<file path="src/rtl/smb_cfg_pkg.sv">
package smb_cfg_pkg;
    localparam int unsigned NREG    = 8;
    localparam int unsigned DW      = 8;
    localparam int unsigned AW      = $clog2(NREG);
    localparam int unsigned STRAP_W = 4;
    localparam logic [DW-1:0] ID_BYTE = 8'h18;

    typedef enum logic [2:0] {
        PH_IDLE, PH_RX, PH_RXACK, PH_TX, PH_TXACK, PH_WAIT
    } phase_e;

    typedef enum logic [1:0] {K_ADDR, K_CMD, K_COUNT, K_DATA} kind_e;

    typedef struct packed {
        logic       byte_mode;
        logic [1:0] csel;
        logic [4:0] offset;
    } cmd_t;

    typedef struct packed {
        logic start;
        logic stop;
        logic rise;
        logic fall;
        logic sda;
    } bus_ev_t;

    function automatic logic [DW-1:0] reg_default(input int unsigned idx);
        return (idx < 2) ? {DW{1'b1}} : {DW{1'b0}};
    endfunction

    function automatic logic [AW:0] ptr_step(input logic [AW:0] p);
        return (p == (AW+1)'(NREG)) ? p : p + 1'b1;
    endfunction
endpackage

</file>
<file path="src/rtl/smb_line_sync.sv">
module smb_line_sync
    import smb_cfg_pkg::*;
#(
    parameter int unsigned STAGES = 2
) (
    input  logic    clk,
    input  logic    rst,
    input  logic    scl_i,
    input  logic    sda_i,
    output bus_ev_t ev
);
    localparam int unsigned DEPTH = STAGES + 1;

    logic [DEPTH-1:0] scl_r, sda_r;

    always_ff @(posedge clk) begin
        if (rst) begin
            scl_r <= '1;
            sda_r <= '1;
        end else begin
            scl_r <= {scl_r[DEPTH-2:0], scl_i};
            sda_r <= {sda_r[DEPTH-2:0], sda_i};
        end
    end

    logic scl_s, scl_p, sda_s, sda_p;
    assign scl_s = scl_r[STAGES-1];
    assign scl_p = scl_r[STAGES];
    assign sda_s = sda_r[STAGES-1];
    assign sda_p = sda_r[STAGES];

    always_comb begin
        ev.start = scl_s & scl_p & sda_p & ~sda_s;
        ev.stop  = scl_s & scl_p & ~sda_p & sda_s;
        ev.rise  = ~scl_p & scl_s;
        ev.fall  = scl_p & ~scl_s;
        ev.sda   = sda_s;
    end
endmodule

</file>
<file path="src/rtl/smb_reg_file.sv">
module smb_reg_file
    import smb_cfg_pkg::*;
(
    input  logic               clk,
    input  logic               rst,
    input  logic [STRAP_W-1:0] strap_i,
    input  logic               wr_en,
    input  logic [AW-1:0]      wr_idx,
    input  logic [DW-1:0]      wr_data,
    input  logic [AW:0]        rd_idx,
    output logic [DW-1:0]      rd_data,
    output logic [NREG*DW-1:0] regs_o
);
    logic [STRAP_W-1:0]        strap_q;
    logic [NREG-1:0][DW-1:0]   view;

    always_ff @(posedge clk) begin
        if (rst) strap_q <= strap_i;
    end

    for (genvar g = 0; g < NREG; g++) begin : g_reg
        if (g == NREG - 1) begin : g_id
            assign view[g] = ID_BYTE;
        end else if (g == NREG - 2) begin : g_stat
            logic [DW-STRAP_W-1:0] hi;
            always_ff @(posedge clk) begin
                if (rst) hi <= '0;
                else if (wr_en && wr_idx == AW'(g)) hi <= wr_data[DW-1:STRAP_W];
            end
            assign view[g] = {hi, strap_q};
        end else begin : g_rw
            logic [DW-1:0] q;
            always_ff @(posedge clk) begin
                if (rst) q <= reg_default(g);
                else if (wr_en && wr_idx == AW'(g)) q <= wr_data;
            end
            assign view[g] = q;
        end
    end

    assign regs_o  = view;
    assign rd_data = (rd_idx < (AW+1)'(NREG)) ? view[rd_idx[AW-1:0]] : {DW{1'b1}};
endmodule

</file>
<file path="src/rtl/smb_proto.sv">
module smb_proto
    import smb_cfg_pkg::*;
#(
    parameter logic [6:0] SLAVE_ADDR = 7'h69
) (
    input  logic          clk,
    input  logic          rst,
    input  bus_ev_t       ev,
    input  logic [DW-1:0] rd_data,
    output logic [AW:0]   rd_idx,
    output logic          sda_oe,
    output logic          wr_en,
    output logic [AW-1:0] wr_idx,
    output logic [DW-1:0] wr_data
);
    phase_e        phase;
    kind_e         kind;
    logic [2:0]    bitcnt;
    logic          full;
    logic [DW-1:0] sh;
    logic [AW:0]   ptr;
    logic          byte_mode, go_tx, tx_first, macked;

    cmd_t          cmd;
    logic          cmd_ok, addr_hit, load_tx;
    logic [DW-1:0] tx_byte;

    always_comb begin
        cmd      = cmd_t'(sh);
        addr_hit = (sh[7:1] == SLAVE_ADDR);
        cmd_ok   = (cmd.csel == 2'b00) &&
                   (cmd.byte_mode ? (cmd.offset < 5'(NREG)) : (cmd.offset == 5'd0));
        tx_byte  = tx_first ? DW'(NREG) : rd_data;
        load_tx  = ev.fall && ((phase == PH_RXACK && go_tx) ||
                               (phase == PH_TXACK && macked));
    end

    assign rd_idx = ptr;

    always_ff @(posedge clk) begin
        wr_en <= 1'b0;
        if (rst) begin
            phase     <= PH_IDLE;
            kind      <= K_ADDR;
            bitcnt    <= '0;
            full      <= 1'b0;
            sh        <= '0;
            ptr       <= '0;
            byte_mode <= 1'b1;
            go_tx     <= 1'b0;
            tx_first  <= 1'b0;
            macked    <= 1'b0;
            sda_oe    <= 1'b0;
            wr_idx    <= '0;
            wr_data   <= '0;
        end else if (ev.start) begin
            phase  <= PH_RX;
            kind   <= K_ADDR;
            bitcnt <= '0;
            full   <= 1'b0;
            sda_oe <= 1'b0;
        end else if (ev.stop) begin
            phase  <= PH_IDLE;
            sda_oe <= 1'b0;
        end else if (load_tx) begin
            phase  <= PH_TX;
            sh     <= tx_byte;
            sda_oe <= ~tx_byte[DW-1];
            bitcnt <= '0;
            if (tx_first) tx_first <= 1'b0;
            else          ptr      <= ptr_step(ptr);
        end else begin
            case (phase)
                PH_RX: begin
                    if (ev.rise) begin
                        sh     <= {sh[DW-2:0], ev.sda};
                        bitcnt <= bitcnt + 1'b1;
                        full   <= (bitcnt == 3'd7);
                    end else if (ev.fall && full) begin
                        full  <= 1'b0;
                        go_tx <= 1'b0;
                        phase <= PH_RXACK;
                        sda_oe <= 1'b1;
                        case (kind)
                            K_ADDR: begin
                                if (!addr_hit) begin
                                    phase  <= PH_WAIT;
                                    sda_oe <= 1'b0;
                                end else if (sh[0]) begin
                                    go_tx    <= 1'b1;
                                    tx_first <= ~byte_mode;
                                end else begin
                                    kind <= K_CMD;
                                end
                            end
                            K_CMD: begin
                                if (!cmd_ok) begin
                                    phase  <= PH_WAIT;
                                    sda_oe <= 1'b0;
                                end else begin
                                    byte_mode <= cmd.byte_mode;
                                    ptr  <= cmd.byte_mode ? (AW+1)'(cmd.offset) : '0;
                                    kind <= cmd.byte_mode ? K_DATA : K_COUNT;
                                end
                            end
                            K_COUNT: kind <= K_DATA;
                            default: begin
                                if (ptr < (AW+1)'(NREG)) begin
                                    wr_en   <= 1'b1;
                                    wr_idx  <= ptr[AW-1:0];
                                    wr_data <= sh;
                                end
                                ptr <= byte_mode ? (AW+1)'(NREG) : ptr_step(ptr);
                            end
                        endcase
                    end
                end
                PH_RXACK: begin
                    if (ev.fall) begin
                        sda_oe <= 1'b0;
                        phase  <= PH_RX;
                        bitcnt <= '0;
                    end
                end
                PH_TX: begin
                    if (ev.fall) begin
                        if (bitcnt == 3'd7) begin
                            phase  <= PH_TXACK;
                            sda_oe <= 1'b0;
                        end else begin
                            sh     <= {sh[DW-2:0], 1'b0};
                            sda_oe <= ~sh[DW-2];
                            bitcnt <= bitcnt + 1'b1;
                        end
                    end
                end
                PH_TXACK: begin
                    if (ev.rise) macked <= ~ev.sda;
                    else if (ev.fall) phase <= PH_WAIT;
                end
                default: ;
            endcase
        end
    end
endmodule

</file>
<file path="src/rtl/smb_cfg_slave.sv">
module smb_cfg_slave
    import smb_cfg_pkg::*;
#(
    parameter logic [6:0] SLAVE_ADDR  = 7'h69,
    parameter int unsigned SYNC_STAGES = 2
) (
    input  logic                clk,
    input  logic                rst,
    input  logic                scl_i,
    input  logic                sda_i,
    output logic                sda_oe,
    input  logic [STRAP_W-1:0]  strap_i,
    output logic [NREG*DW-1:0]  regs_o
);
    bus_ev_t       ev;
    logic          start_ev, stop_ev;
    logic          wr_en;
    logic [AW-1:0] wr_idx;
    logic [DW-1:0] wr_data, rd_data;
    logic [AW:0]   rd_idx;

    assign start_ev = ev.start;
    assign stop_ev  = ev.stop;

    smb_line_sync #(.STAGES(SYNC_STAGES)) sync_i (
        .clk(clk), .rst(rst), .scl_i(scl_i), .sda_i(sda_i), .ev(ev)
    );

    smb_proto #(.SLAVE_ADDR(SLAVE_ADDR)) proto_i (
        .clk(clk), .rst(rst), .ev(ev), .rd_data(rd_data), .rd_idx(rd_idx),
        .sda_oe(sda_oe), .wr_en(wr_en), .wr_idx(wr_idx), .wr_data(wr_data)
    );

    smb_reg_file regs_i (
        .clk(clk), .rst(rst), .strap_i(strap_i), .wr_en(wr_en),
        .wr_idx(wr_idx), .wr_data(wr_data), .rd_idx(rd_idx),
        .rd_data(rd_data), .regs_o(regs_o)
    );
endmodule

</file>
<file path="config.mk">
export PLATFORM = sky130hd
export DESIGN_NAME = smb_cfg_slave
export DESIGN_NICKNAME = d
export VERILOG_FILES = /design/src/rtl/smb_cfg_pkg.sv /design/src/rtl/smb_line_sync.sv /design/src/rtl/smb_reg_file.sv /design/src/rtl/smb_proto.sv /design/src/rtl/smb_cfg_slave.sv
export SDC_FILE = /design/constraint.sdc
export NUM_CORES = 1
export LEC_CHECK = 0
export BUFFER_PORTS_ARGS = -buffer_cell sky130_fd_sc_hd__buf_2
export CORE_MARGIN = 2
export CORE_UTILIZATION = 30
export CTS_CLUSTER_DIAMETER = 60
export DETAILED_ROUTE_END_ITERATION = 8
export PLACE_DENSITY = 0.59
export REMOVE_ABC_BUFFERS = 1
export SKIP_LAST_GASP = 1
export SLEW_MARGIN = 25
export SYNTH_ARGS = -nofsm -noshare
export SYNTH_HDL_FRONTEND = slang
export SYNTH_SLANG_ARGS = --single-unit
</file>
<file path="constraint.sdc">
create_clock -name clk -period 2.4 [get_ports clk]
set_clock_uncertainty 0.2 [all_clocks]
set_input_delay 0.48 -clock clk [delete_from_list [all_inputs] [get_ports clk]]
set_output_delay 0.48 -clock clk [all_outputs]
set_load 0.02 [all_outputs]
</file>
# After elaboration in Yosys (flattened, before gate mapping)
# Cells that the tools add are included.
# word_totals
elab_cells	214
output_inout_bits	65
reg_bits	100
# classes
reduce_logical	49
order_cmp	3
n_addsub	2
muxes	68
eq_ne	45
n_bitwise	21
# op_table
op	count
two-way mux 8 bit	7
AND reduction 8 bit	7
two-way mux 3 bit	14
two-way mux 4 bit	9
two-way mux 1 bit	25
inequality test 5 x 3 -> 1 bit, second input constant	5
binary-select mux 8 bit (select 3 bit)	1
inequality test 2 x 1 -> 1 bit, second input constant	9
inequality test 3 x 1 -> 1 bit, second input constant	6
AND reduction 6 bit	3
one-hot mux 8 bit (2 select lines)	1
== test 3 bit, second input constant	5
NOT 1 bit	14
== test 3 x 2 -> 1 bit, second input constant	4
logical AND 1 bit	12
inequality test 3 x 2 -> 1 bit, second input constant	4
one-hot mux 3 bit (4 select lines)	1
nonzero test 2 bit	6
inequality test 5 x 4 -> 1 bit, second input constant	2
AND reduction 5 bit	2
OR reduction 10 bit	1
one-hot mux 3 bit (3 select lines)	1
AND reduction 9 bit	1
two-way mux 2 bit	4
29 further kinds	44

# Logic depth before layout (Yosys ltp)
# Gate-level depths: netlist of run 1.
# logic_depth
word_depth	11
ltp_mapped	7
mapped_depth_nobuf	7

# Hierarchy
# Synthesis of run 1 repeated with hierarchy kept, for this count alone.
# unflattened
cells_unflattened	530
hier_area_um2	4899.7
# modules_own_cells
mod	cells_each	area_per_inst_um2	seq_area_each_um2	n_inst
smb_reg_file	267	2626.3	1161.1	1
smb_proto	246	2075.7	760.7	1
smb_line_sync	17	197.7	120.1	1

# Least setup slack after synthesis of run 1
# No wires, ideal clock.
# synth_path
kind	register to register
startpoint	register proto_i.kind[1]
endpoint	register proto_i.ptr[1], in the netlist proto_i.rd_idx[1]
required_ps	2072
path_slack_ps	418
arrival_time_ps	1654
path_buffers	0
setup_ps	128
stages_incl_launch_ff	8
cell_sequence	dfxtp_1 > inv_1 > ha_1 > inv_1 > o22a_2 > or4b_4 > a222oi_1 > nor3_1
# synth_between
elab_chain_cells	7
word_cells_on_any_way	12
classes_between	4 x eq/ne; 5 x mux; 3 x reduce/logical
# synth_rtl
item	line_no	source
start: declaration	smb_proto.sv:17	kind_e kind;
start signal: assignment	smb_proto.sv:103	kind <= cmd.byte_mode ? K_DATA : K_COUNT;
== test 2 bit / zero test 2 bit (equally long branches)	smb_proto.sv:84	case (kind)
OR reduction 2 bit (no line)	--	
one-hot mux 4 bit (2 select lines)	smb_proto.sv:84	
two-way mux 4 bit	smb_proto.sv:79	end else if (ev.fall && full) begin
two-way mux 4 bit	smb_proto.sv:75	if (ev.rise) begin
two-way mux 4 bit	smb_proto.sv:73	case (phase)
two-way mux 4 bit	smb_proto.sv:65	end else if (load_tx) begin
end signal: assignment	smb_proto.sv:71	else ptr <= ptr_step(ptr);
end signal: assignment	smb_proto.sv:102	ptr <= cmd.byte_mode ? (AW+1)'(cmd.offset) : '0;
end signal: assignment	smb_proto.sv:113	ptr <= byte_mode ? (AW+1)'(NREG) : ptr_step(ptr);
end: declaration	smb_proto.sv:21	logic [AW:0] ptr;
# Several ways; a longest one is shown, not always the timed one. The select of a mux whose other input is x is not followed.
# A chain may end at the register's enable or synchronous reset.

# Worst setup path in the final report of run 1
# Same ends and word-level chain as after synthesis.

==> results.cfg, run 1 <==
[setup_path]
cp.arrival_ns = 2.24
critPathMaxFanout = 7
crit_type = flop to flop
critical_path_required_ns = 2.43
cp-end-kind = flop
worstSetupStartpointType = flop

[detailed_routing]
drc = 0
vias = 4420
wirelength_microns = 14800
routed_via_density = 5.16
wl_per_cell_microns = 17.3
drtPass1Iterations = 6
ant_nets = 0
first_iter_violations = 345

[clocking]
cts_tree = built
hold_buffers = 0
max-clock-path-buffers = 2
tritoncts.num_buffers = 9
clock_sinks = 100
postCtsSetupRepairBufs = 0
postCtsResizedCells = 0
path_clk_slew_ns = 0.07
htree_levels = 3
root_buffer = clkbuf_16
clk_latency_ns = 0.36

[worst_hold_path]
hold_class = primary input to flop

[timing]
worst-slew-pin-transition_ns = 0.739
hold_viol = 0
slew_headroom_pct = 50.6
tns_ns = 0
final.min_clock_period_ns = 2.21
setup_viol = 0
rsz0062_at_grt = no
slew_viol_final = 0
fin_crit_sh_pct = 92.2
max_freq_mhz = 452

[global_route]
grt_antenna_before_repair = 0
grt.overflow.total = 0
grt_max_degree = 43
grtUsageTotal_pct = 17.2
grt_pass1_wl_microns = 23800
grt_pass1_vias = 4308

[yosys]
ys_warn_count = 0
synth_flop_cell = dfxtp_1
mappedNetlistArea_sq_um = 5030
synthCells = 560
synth_seq_cells = 100
synth_area_per_cell_sq_um = 8.99
synthArstFlopShare_pct = 0
synth.distinct_cells = 76
ys_seq_area_share_pct = 40.6
synth-edff-count = 4

[floorplanning]
core_sq_um = 16500
start_util_pct = 30.6
dieArea_sq_um = 17800
die_h_microns = 134
dieWidth_microns = 134
rows = 47
io_pins = 73

[power]
power_mw = 3.73
total_leakage_power_nw = 2.42
ir_drop_mv = 0.345
powerDensity_nw_per_um2 = 620

[finish]
mostFrequentLayoutCells = 99 x nand2_1, 96 x dfxtp_1, 64 x buf_2
layout.nets = 647
diodes = 0
drive_gt1_share_pct = 24.2
syn_to_final_growth_pct = 19.6
final_common_cell = nand2_1

[status]
outcome = complete, no violations

[placed_design]
gp_congestion = 0.943
port_buffers = 64
detailed_place_hpwl_microns = 11100

[run]
cap_violations = 0
-- cell usage after synthesis (4+ instances only) --
cell	n	area [sq um]
buf_2	9	45.0
a21oi_1	38	190
a221oi_1	10	87.6
or3_1	5	31.3
ha_1	7	87.6
o211ai_1	7	52.6
inv_1	6	22.5
nand2_1	99	372
nor2_1	48	180
and4b_1	5	50.1
mux2i_1	35	350
a21boi_0	4	30.0
clkbuf_1	19	71.3
a31oi_1	4	25.0
edfxtp_1	4	120
or2_2	6	37.5
o21ai_0	15	75.1
a211oi_1	5	37.5
nor3_1	11	55.1
nor2b_1	8	50.1
mux2_2	7	78.8
mux4_2	8	180
dfxtp_1	96	1920
nand3_1	14	70.1
nand2b_1	9	56.3
buf_4	10	75.1
-- power by group --
| part | leakage, nW | internal [mW] | switching [mW] |
|---|---|---|---|
| clock network | 0.159 | 0.890 | 0.692 |
| registers | 0.815 | 1.71 | 0.0675 |
| logic | 1.45 | 0.153 | 0.217 |
-- cell type report --
| cell class | count | area (sq um) |
|---|---|---|
| Clock buffer | 10 | 250 |
| Clock inverter | 6 | 78.8 |
| Fill cell | 1695 | 10400 |
| Inverter | 9 | 33.8 |
| Multi-Input combinational cell | 415 | 2760 |
| Sequential cell | 100 | 2040 |
| Tap cell | 220 | 275 |
| Timing Repair Buffer | 97 | 581 |
-- state kept, by name (all words and copies together) (netlist names) --
name                count
proto_i.cmd             8
proto_i.bitcnt          3
regs_i.strap_q          4
proto_i.kind            2
sync_i.scl_r            3
proto_i.wr_data         8
proto_i.rd_idx          4
proto_i.full            1
proto_i.phase           3
proto_i.wr_idx          3
regs_i.g.g_rw.q        48
proto_i.macked          1
proto_i.wr_en           1
proto_i.tx_first        1
proto_i.go_tx           1
sync_i.sda_r            3
proto_i.byte_mode       1
regs_i.g.g_stat.hi      4
proto_i.sda_oe          1
-- metal layers --
metal  vias up  GRT usage, %  share of wire [%]  wire (microns)
met5         -             0                  0               0
met3        19          3.31                5.9             873
met1      2132          23.9                 48            7150
met4         0          6.38                1.9             275
li1       2131             -                  -               -
met2       138          26.4                 44            6550
-- per-stage QoR --
step / instances / util (%) / worst slack (ns) / instance area (sq um) / hold slack (ns)
floorplan: 524 / - / 0.0931 / 4840 / 0.189
global placement: 841 / 34.6 / 0.261 / 5690 / 0.194
detailed placement: 841 / 34.6 / 0.225 / 5690 / 0.196
CTS: 857 / 36.6 / 0.217 / 6020 / 0.0825
global route: 857 / 36.6 / 0.0844 / 6020 / 0.0857
finish: 857 / 36.6 / 0.188 / 6020 / 0.0952
-- critical path: stages, from the launching register on --
cell and delay, ns:
dfxtp_1 0.39, inv_1 0.08, ha_1 0.27, inv_1 0.10
o22a_2 0.21, or4b_4 0.49, a222oi_1 0.27, nor3_1 0.09
-- path summary, 6_finish.rpt --
path	to	cells after the start	slack [ns]	from
hold / removal	regs_i.strap_q[0]$_DFFE_PP_	1	0.1	strap_i[0]
setup / recovery	proto_i.rd_idx[1]$_SDFFE_PP0P_	7	0.19	proto_i.kind[1]$_SDFFE_PP0P_
hold reg to reg	sync_i.sda_r[1]$_SDFF_PP1_	1	0.21	sync_i.sda_r[0]$_SDFF_PP1_
setup reg to reg	proto_i.rd_idx[1]$_SDFFE_PP0P_	7	0.19	proto_i.kind[1]$_SDFFE_PP0P_
-- cells by family (layout without fill, tap and decap cells) --
logic type / count (synthesis) / after routing / synth area share [%]
buffers and inverters: 51 / 122 / 5.07
adders and majority gates: 7 / 7 / 1.74
muxes: 50 / 50 / 12.1
DFF: 100 / 100 / 40.6
AOI/OAI and AO/OA: 114 / 114 / 16.4
other: 2 / 8 / 0.149
and+or+nand+nor: 235 / 235 / 23.8
xor gates and xnor gates: 1 / 1 / 0.174
Power figures use the tool's default switching activity.
==> run 2: changes to the inputs <==
--- a/config.mk
+++ b/config.mk
@@ -5,6 +5,7 @@
 export SDC_FILE = /design/constraint.sdc
 export NUM_CORES = 1
 export LEC_CHECK = 0
+export ABC_AREA = 1
 export BUFFER_PORTS_ARGS = -buffer_cell sky130_fd_sc_hd__buf_2
 export CORE_MARGIN = 2
 export CORE_UTILIZATION = 30
==> run 2 against run 1 <==
Effect of this change:
- core utilization is 0.31 points lower
- cell area is 4.3% lower
- largest cell class unchanged
- count of clock-buffer cells in the layout is 2 higher
- worst setup slack better by 0.26 ns
- global-route usage is 1.0 points lower
- sequential share of layout area is 1.5 points higher
- wire length is 7.4% lower
- largest power group unchanged
- power is 18% higher
- final cell count is 15% higher
==> results.cfg, run 2 <==
[setup_path]
slowest_stage = dfxtp_1
worstSetupStartpointType = flop
cp.arrival_ns = 2.02
cp_common_cell = inv_2
critPathMaxFanout = 22
r2r_start = sync_i.scl_r[1]$_SDFF_PP1_
path_delay_family = simple AND/OR/NAND/NOR gates
r2r-end = proto_i.wr_data[4]$_SDFFE_PP0P_
crit_type = flop to flop
critical_path_depth = 7
max_stage_delay_ns = 0.36
cp-end-kind = flop
crit_buf_inv = 2
critical_path_required_ns = 2.46
worstPathCellList = inv_2 > nand2_1 > nor2_2 > nand2_2 > inv_2 > nand3_2 > a211oi_1
ff2ff_path_depth = 7
reg2reg_slack_ns = 0.45

[worst_hold_path]
hold_class = primary input to flop
min_from = strap_i[1]
whs_endpoint = regs_i.strap_q[1]$_DFFE_PP_
holdPathStages = 1

[clocking]
hold_buffers = 0
tritoncts.num_buffers = 9
postCtsSetupRepairBufs = 0
cts_tree = built
root_buffer = clkbuf_16
clock_sinks = 100
max-clock-path-buffers = 2
clk_latency_ns = 0.36
postCtsResizedCells = 0
htree_levels = 3
path_clk_slew_ns = 0.07

[power]
total_leakage_power_nw = 2.78
clock_power_share_pct = 37.4
seqPwrFrac_pct = 42.9
combPwrFrac_pct = 19.8
p_int_mw = 3.01
swShare_pct = 31.5
powerDensity_nw_per_um2 = 764
power_mw = 4.40
ir_drop_mv = 0.348
power.switching_mw = 1.39

[timing]
fin_crit_sh_pct = 81.3
slew_headroom_pct = 60.4
max_freq_mhz = 513
worst-slew-pin-transition_ns = 0.594
final.min_clock_period_ns = 1.95
slew_viol_final = 0
final.setup.worst_slack_ns = 0.449
rsz0062_at_grt = no
hold_viol = 0
setup_viol = 0

[floorplanning]
start_util_pct = 30.8
dieWidth_microns = 132
die_h_microns = 132
io_pins = 73
dieArea_sq_um = 17300
core_sq_um = 15900
rows = 46

[global_route]
grt_pass1_vias = 4132
grt_max_degree = 69
grt_antenna_before_repair = 0
grt_pass1_wl_microns = 22500
grtUsageTotal_pct = 16.1
grt.overflow.total = 0

[finish]
syn_to_final_growth_pct = 17.8
layout.nets = 780
largest_register_ffs = 48
fin_area_sq_um = 5760
mostFrequentLayoutCells = 178 x nand2_1, 96 x dfxtp_1, 89 x nor2_1
nFillCells = 1763
regMostFlops = regs_i.g.g_rw.q
diodes = 0
final_common_cell = nand2_1
drive_gt1_share_pct = 16.0
final_core_util_pct = 36.3

[yosys]
yosysMostFrequentCell = nand2_1
synthTopCellsByCount = 178 x nand2_1, 96 x dfxtp_1, 89 x nor2_1, 65 x o21ai_0, 54 x a21oi_1
yosys.area.top_type = dfxtp_1
synth_area_per_cell_sq_um = 6.90
synth_seq_cells = 100
synth-edff-count = 4
synth.distinct_cells = 36
mappedNetlistArea_sq_um = 4890
synth_flop_cell = dfxtp_1
synthArstFlopShare_pct = 0
synth.area.top_cells = dfxtp_1 39%, nand2_1 14%, nor2_1 6.8%
netlist.area_leader.share_pct = 39.3
synthCells = 709
ys_seq_area_share_pct = 41.7
ys_warn_count = 0

[placed_design]
detailed_place_hpwl_microns = 9790
place_ws_ns = 0.445
gp_congestion = 0.844
port_buffers = 64
placedInstanceArea_sq_um = 5420

[detailed_routing]
drc = 0
wirelength_microns = 13700
first_iter_violations = 291
vias = 4609
ant_nets = 0
drtPass1Iterations = 4
routed_via_density = 4.67
wl_per_cell_microns = 13.9

[status]
outcome = complete, no violations

[run]
cap_violations = 0
-- run 2: cell types whose count changed after synthesis, sizes merged, moves of 8 or more --
cell | previous run | this run
nor3 | 13 | 2
o21ai | 16 | 66
nand2 | 99 | 184
nor2b | 8 | 0
o211ai | 8 | 16
nand2b | 9 | 0
inv | 7 | 63
nor2 | 48 | 94
nand4 | 2 | 10
a221oi | 10 | 0
nand3 | 15 | 50
mux2i | 35 | 0
a21oi | 38 | 54
mux4 | 8 | 0
-- run 2: area by class of cell --
| type | instances | area, sq um | area share [%] |
|---|---|---|---|
| multi-input cells | 513 | 2430 | 42.3 |
| flip-flops and latches | 100 | 2040 | 35.5 |
| repair buffers | 77 | 430 | 7.47 |
| clock buffers | 12 | 278 | 4.82 |
| well taps | 216 | 270 | 4.69 |
| inverters | 64 | 243 | 4.21 |
| clock inverters | 4 | 61.3 | 1.06 |
-- run 2: logic make-up after synthesis --
kind of cell             count (synthesis)  share of synthesized area, %
XOR/XNOR                                 1                         0.179
buffers and inverters                  102                          8.93
AO/OA/AOI/OAI                          149                          16.9
adder cells (fa/ha/maj)                  7                          1.79
other                                    2                         0.154
flip-flops                             100                          41.7
AND/OR/NAND/NOR                        348                          30.3
-- run 2: worst max path at each step --
stage,start,end
after floorplan,proto_i.rd_idx[0]$_SDFFE_PP0P_,proto_i.cmd[7]$_SDFFE_PP0P_
after global placement,sync_i.scl_r[1]$_SDFF_PP1_,proto_i.wr_data[2]$_SDFFE_PP0P_
after detailed placement,sync_i.scl_r[1]$_SDFF_PP1_,proto_i.wr_data[4]$_SDFFE_PP0P_
after CTS,sync_i.scl_r[1]$_SDFF_PP1_,proto_i.wr_data[4]$_SDFFE_PP0P_
after global routing,sync_i.scl_r[1]$_SDFF_PP1_,proto_i.wr_data[7]$_SDFFE_PP0P_
final,sync_i.scl_r[1]$_SDFF_PP1_,proto_i.wr_data[4]$_SDFFE_PP0P_
-- run 2: stage by stage --
stage,instances,setup TNS [ns],hold slack (ns)
after floorplan,677,-0.384,0.189
after global placement,970,0,0.193
after detailed placement,970,0,0.196
after CTS,986,0,0.0803
after global routing,986,0,0.0817
final,986,0,0.0921
-- run 2: routing by layer --
layer | vias to the layer above | wire length [microns] | track usage, %
met1 | 2050 | 6760 | 22.8
met3 | 19 | 531 | 2.20
met5 | - | 0 | 0
met4 | 0 | 281 | 6.34
li1 | 2426 | - | -
met2 | 114 | 6170 | 24.8
-- run 2: power by group through the flow --
stage / logic, mW / registers (mW) / clock network (mW)
global placement: 0.866 / 1.93 / 0
finish: 0.869 / 1.89 / 1.64
global route: 0.996 / 1.90 / 1.75
CTS: 0.865 / 1.89 / 1.67
detailed placement: 0.861 / 1.93 / 0
floorplan: 0.677 / 1.91 / 0
-- run 2: worst reg2reg max path, delay by kind of cell (launching register included) --
kind                   cells  cell delay (ns)
and+or+nand+nor            4             0.76
AOI/OAI and AO/OA          1             0.37
DFF                        1             0.36
buffers and inverters      2             0.18
==> run 3: changes to the inputs <==
==> constraint.sdc (replaced) <==
create_clock -name clk -period 1.84 [get_ports clk]
set_clock_uncertainty 0.2 [all_clocks]
set_input_delay 0.368 -clock clk [delete_from_list [all_inputs] [get_ports clk]]
set_output_delay 0.368 -clock clk [all_outputs]
set_load 0.02 [all_outputs]
==> run 3 against run 2 <==
Effect of this change:
- global-route usage hardly changed
- largest cell class unchanged
- wire length grew 2.0%
- register-to-register slack lost 0.29 ns
- highest routed layer unchanged
- cell area up 2.8%
- die area unchanged
- fmax up 16%
- clock power grew 15%
- critical path type unchanged
- final cell count grew 2.4%
- combinational power increased by 44%
- critical endpoint is now proto_i.rd_idx[3]$_SDFFE_PP0P_
- largest power group unchanged
==> results.cfg, run 3 (same netlist as run 2, synthesis figures left out) <==
[setup_path]
cp.arrival_ns = 1.72
critPathMaxFanout = 9
worstPathCellList = inv_2 > nor2_4 > nand3_2 > nand2_2 > nand2_4 > inv_4 > nand2_2 > nand2_1 > nand2_4 > nor2_1 > nor2_1
worstSetupStartpointType = flop
path_delay_family = simple AND/OR/NAND/NOR gates
crit_type = flop to flop
max_stage_delay_ns = 0.36
cp-end-kind = flop
slowest_stage = dfxtp_1
critical_path_required_ns = 1.88
crit_buf_inv = 2

[floorplanning]
start_util_pct = 30.8
io_pins = 73
die_h_microns = 132
core_sq_um = 15900
dieArea_sq_um = 17300
dieWidth_microns = 132
rows = 46

[timing]
final.setup.worst_slack_ns = 0.161
slew_viol_final = 0
hold_viol = 0
whs_ns = 0.0131
rsz0062_at_grt = yes
fin_crit_sh_pct = 91.3
max_freq_mhz = 595
tns_ns = 0
setup_viol = 0
final.min_clock_period_ns = 1.68

[finish]
final_common_cell = nand2_1
final_cell_count_no_fill = 1010
nFillCells = 1713
largest_register_ffs = 48
syn_to_final_growth_pct = 21.0
drive_gt1_share_pct = 19.0
layout.nets = 804
multi_input_area_sq_um = 2450
diodes = 0
register_area_sq_um = 2050
regMostFlops = regs_i.g.g_rw.q
mostFrequentLayoutCells = 178 x nand2_1, 92 x dfxtp_1, 88 x nor2_1

[global_route]
grtUsageTotal_pct = 16.1
grt_pass1_wl_microns = 22700
grt_antenna_before_repair = 0
grt_max_degree = 69
grt.overflow.total = 0
grt_pass1_vias = 4320

[power]
seqPwrFrac_pct = 44.0
p_int_mw = 3.72
power_mw = 5.58
powerDensity_nw_per_um2 = 942
clock_power_share_pct = 33.6
total_leakage_power_nw = 2.87
power.switching_mw = 1.86
combPwrFrac_pct = 22.4
ir_drop_mv = 0.395
swShare_pct = 33.4

[clocking]
root_buffer = clkbuf_16
clk_latency_ns = 0.35
clock_sinks = 100
tritoncts.num_buffers = 9
htree_levels = 3
path_clk_slew_ns = 0.07
max-clock-path-buffers = 2
cts_tree = built

[placed_design]
detailed_place_hpwl_microns = 10300
gp_congestion = 0.947
place_ws_ns = 0.119
dp.cells = 989
port_buffers = 64

[detailed_routing]
drtPass1Iterations = 4
wl_per_cell_microns = 13.9
ant_nets = 0
wirelength_microns = 14000
drc = 0
vias = 4763
routed_via_density = 4.72
first_iter_violations = 266

[worst_hold_path]
hold_class = primary input to flop

[run]
cap_violations = 0

[status]
outcome = complete, no violations
## run 3: changes by cell type in the layout (fill, tap and decap cells not counted), sizes merged
cell	change
buf	+20
bufinv	-1
clkbuf	-2
inv	+2
dlygate4sd3	+4
clkinv	+1
## run 3: power groups by stage
stage | combinational, mW | clock, mW | sequential [mW]
6_report | 1.25 | 1.88 | 2.45
5_1_grt | 1.43 | 2.01 | 2.47
4_1_cts | 1.20 | 1.91 | 2.45
3_5_place_dp | 1.19 | 0 | 2.50
3_3_place_gp | 1.20 | 0 | 2.49
2_1_floorplan | 0.883 | 0 | 2.49
## run 3: metrics by stage
| step | util [%] | area [sq um] |
|---|---|---|
| after floorplan | - | 4720 |
| after global placement | 35.0 | 5560 |
| after detailed placement | 35.0 | 5560 |
| after CTS | 37.1 | 5890 |
| after global routing | 37.3 | 5920 |
| final | 37.3 | 5920 |
## run 3: final timing paths
kind                                  from  slack [ns]  cells after the start                             end
min reg2reg     sync_i.sda_r[0]$_SDFF_PP1_        0.21                      1      sync_i.sda_r[1]$_SDFF_PP1_
min                                  scl_i        0.01                      2      sync_i.scl_r[0]$_SDFF_PP1_
max          proto_i.phase[1]$_SDFFE_PP0P_        0.16                     11  proto_i.rd_idx[3]$_SDFFE_PP0P_
max reg2reg  proto_i.phase[1]$_SDFFE_PP0P_        0.16                     11  proto_i.rd_idx[3]$_SDFFE_PP0P_
## run 3: repair_timing
action | 4_1_cts | 5_1_grt
resized for setup | 0 | 12
hold buffers | 4 | 0
endpoints found under the hold margin | 4 | 0
setup buffers | 0 | 1
endpoints found under the setup margin | 0 | 23
## run 3: final cells by class
| class | instances | area share [%] |
|---|---|---|
| well taps | 216 | 4.57 |
| clock inverters | 6 | 1.06 |
| inverters | 64 | 4.10 |
| multi-input cells | 513 | 41.3 |
| clock buffers | 10 | 3.87 |
| repair buffers | 101 | 10.5 |
| flip-flops and latches | 100 | 34.6 |
## run 3: metal layers
layer	track usage [%]	share of wire (%)	up-vias
met5	0	0	-
met4	4.11	1.1	0
met3	2.51	4.2	11
met2	26.0	46	118
met1	22.4	49	2165
li1	-	-	2469
## run 3: worst reg2reg max path, delay by kind of cell, from the launching register on
kind	cells	cell delay [ns]
DFF	1	0.36
buffers and inverters	2	0.17
and+or+nand+nor	9	0.86
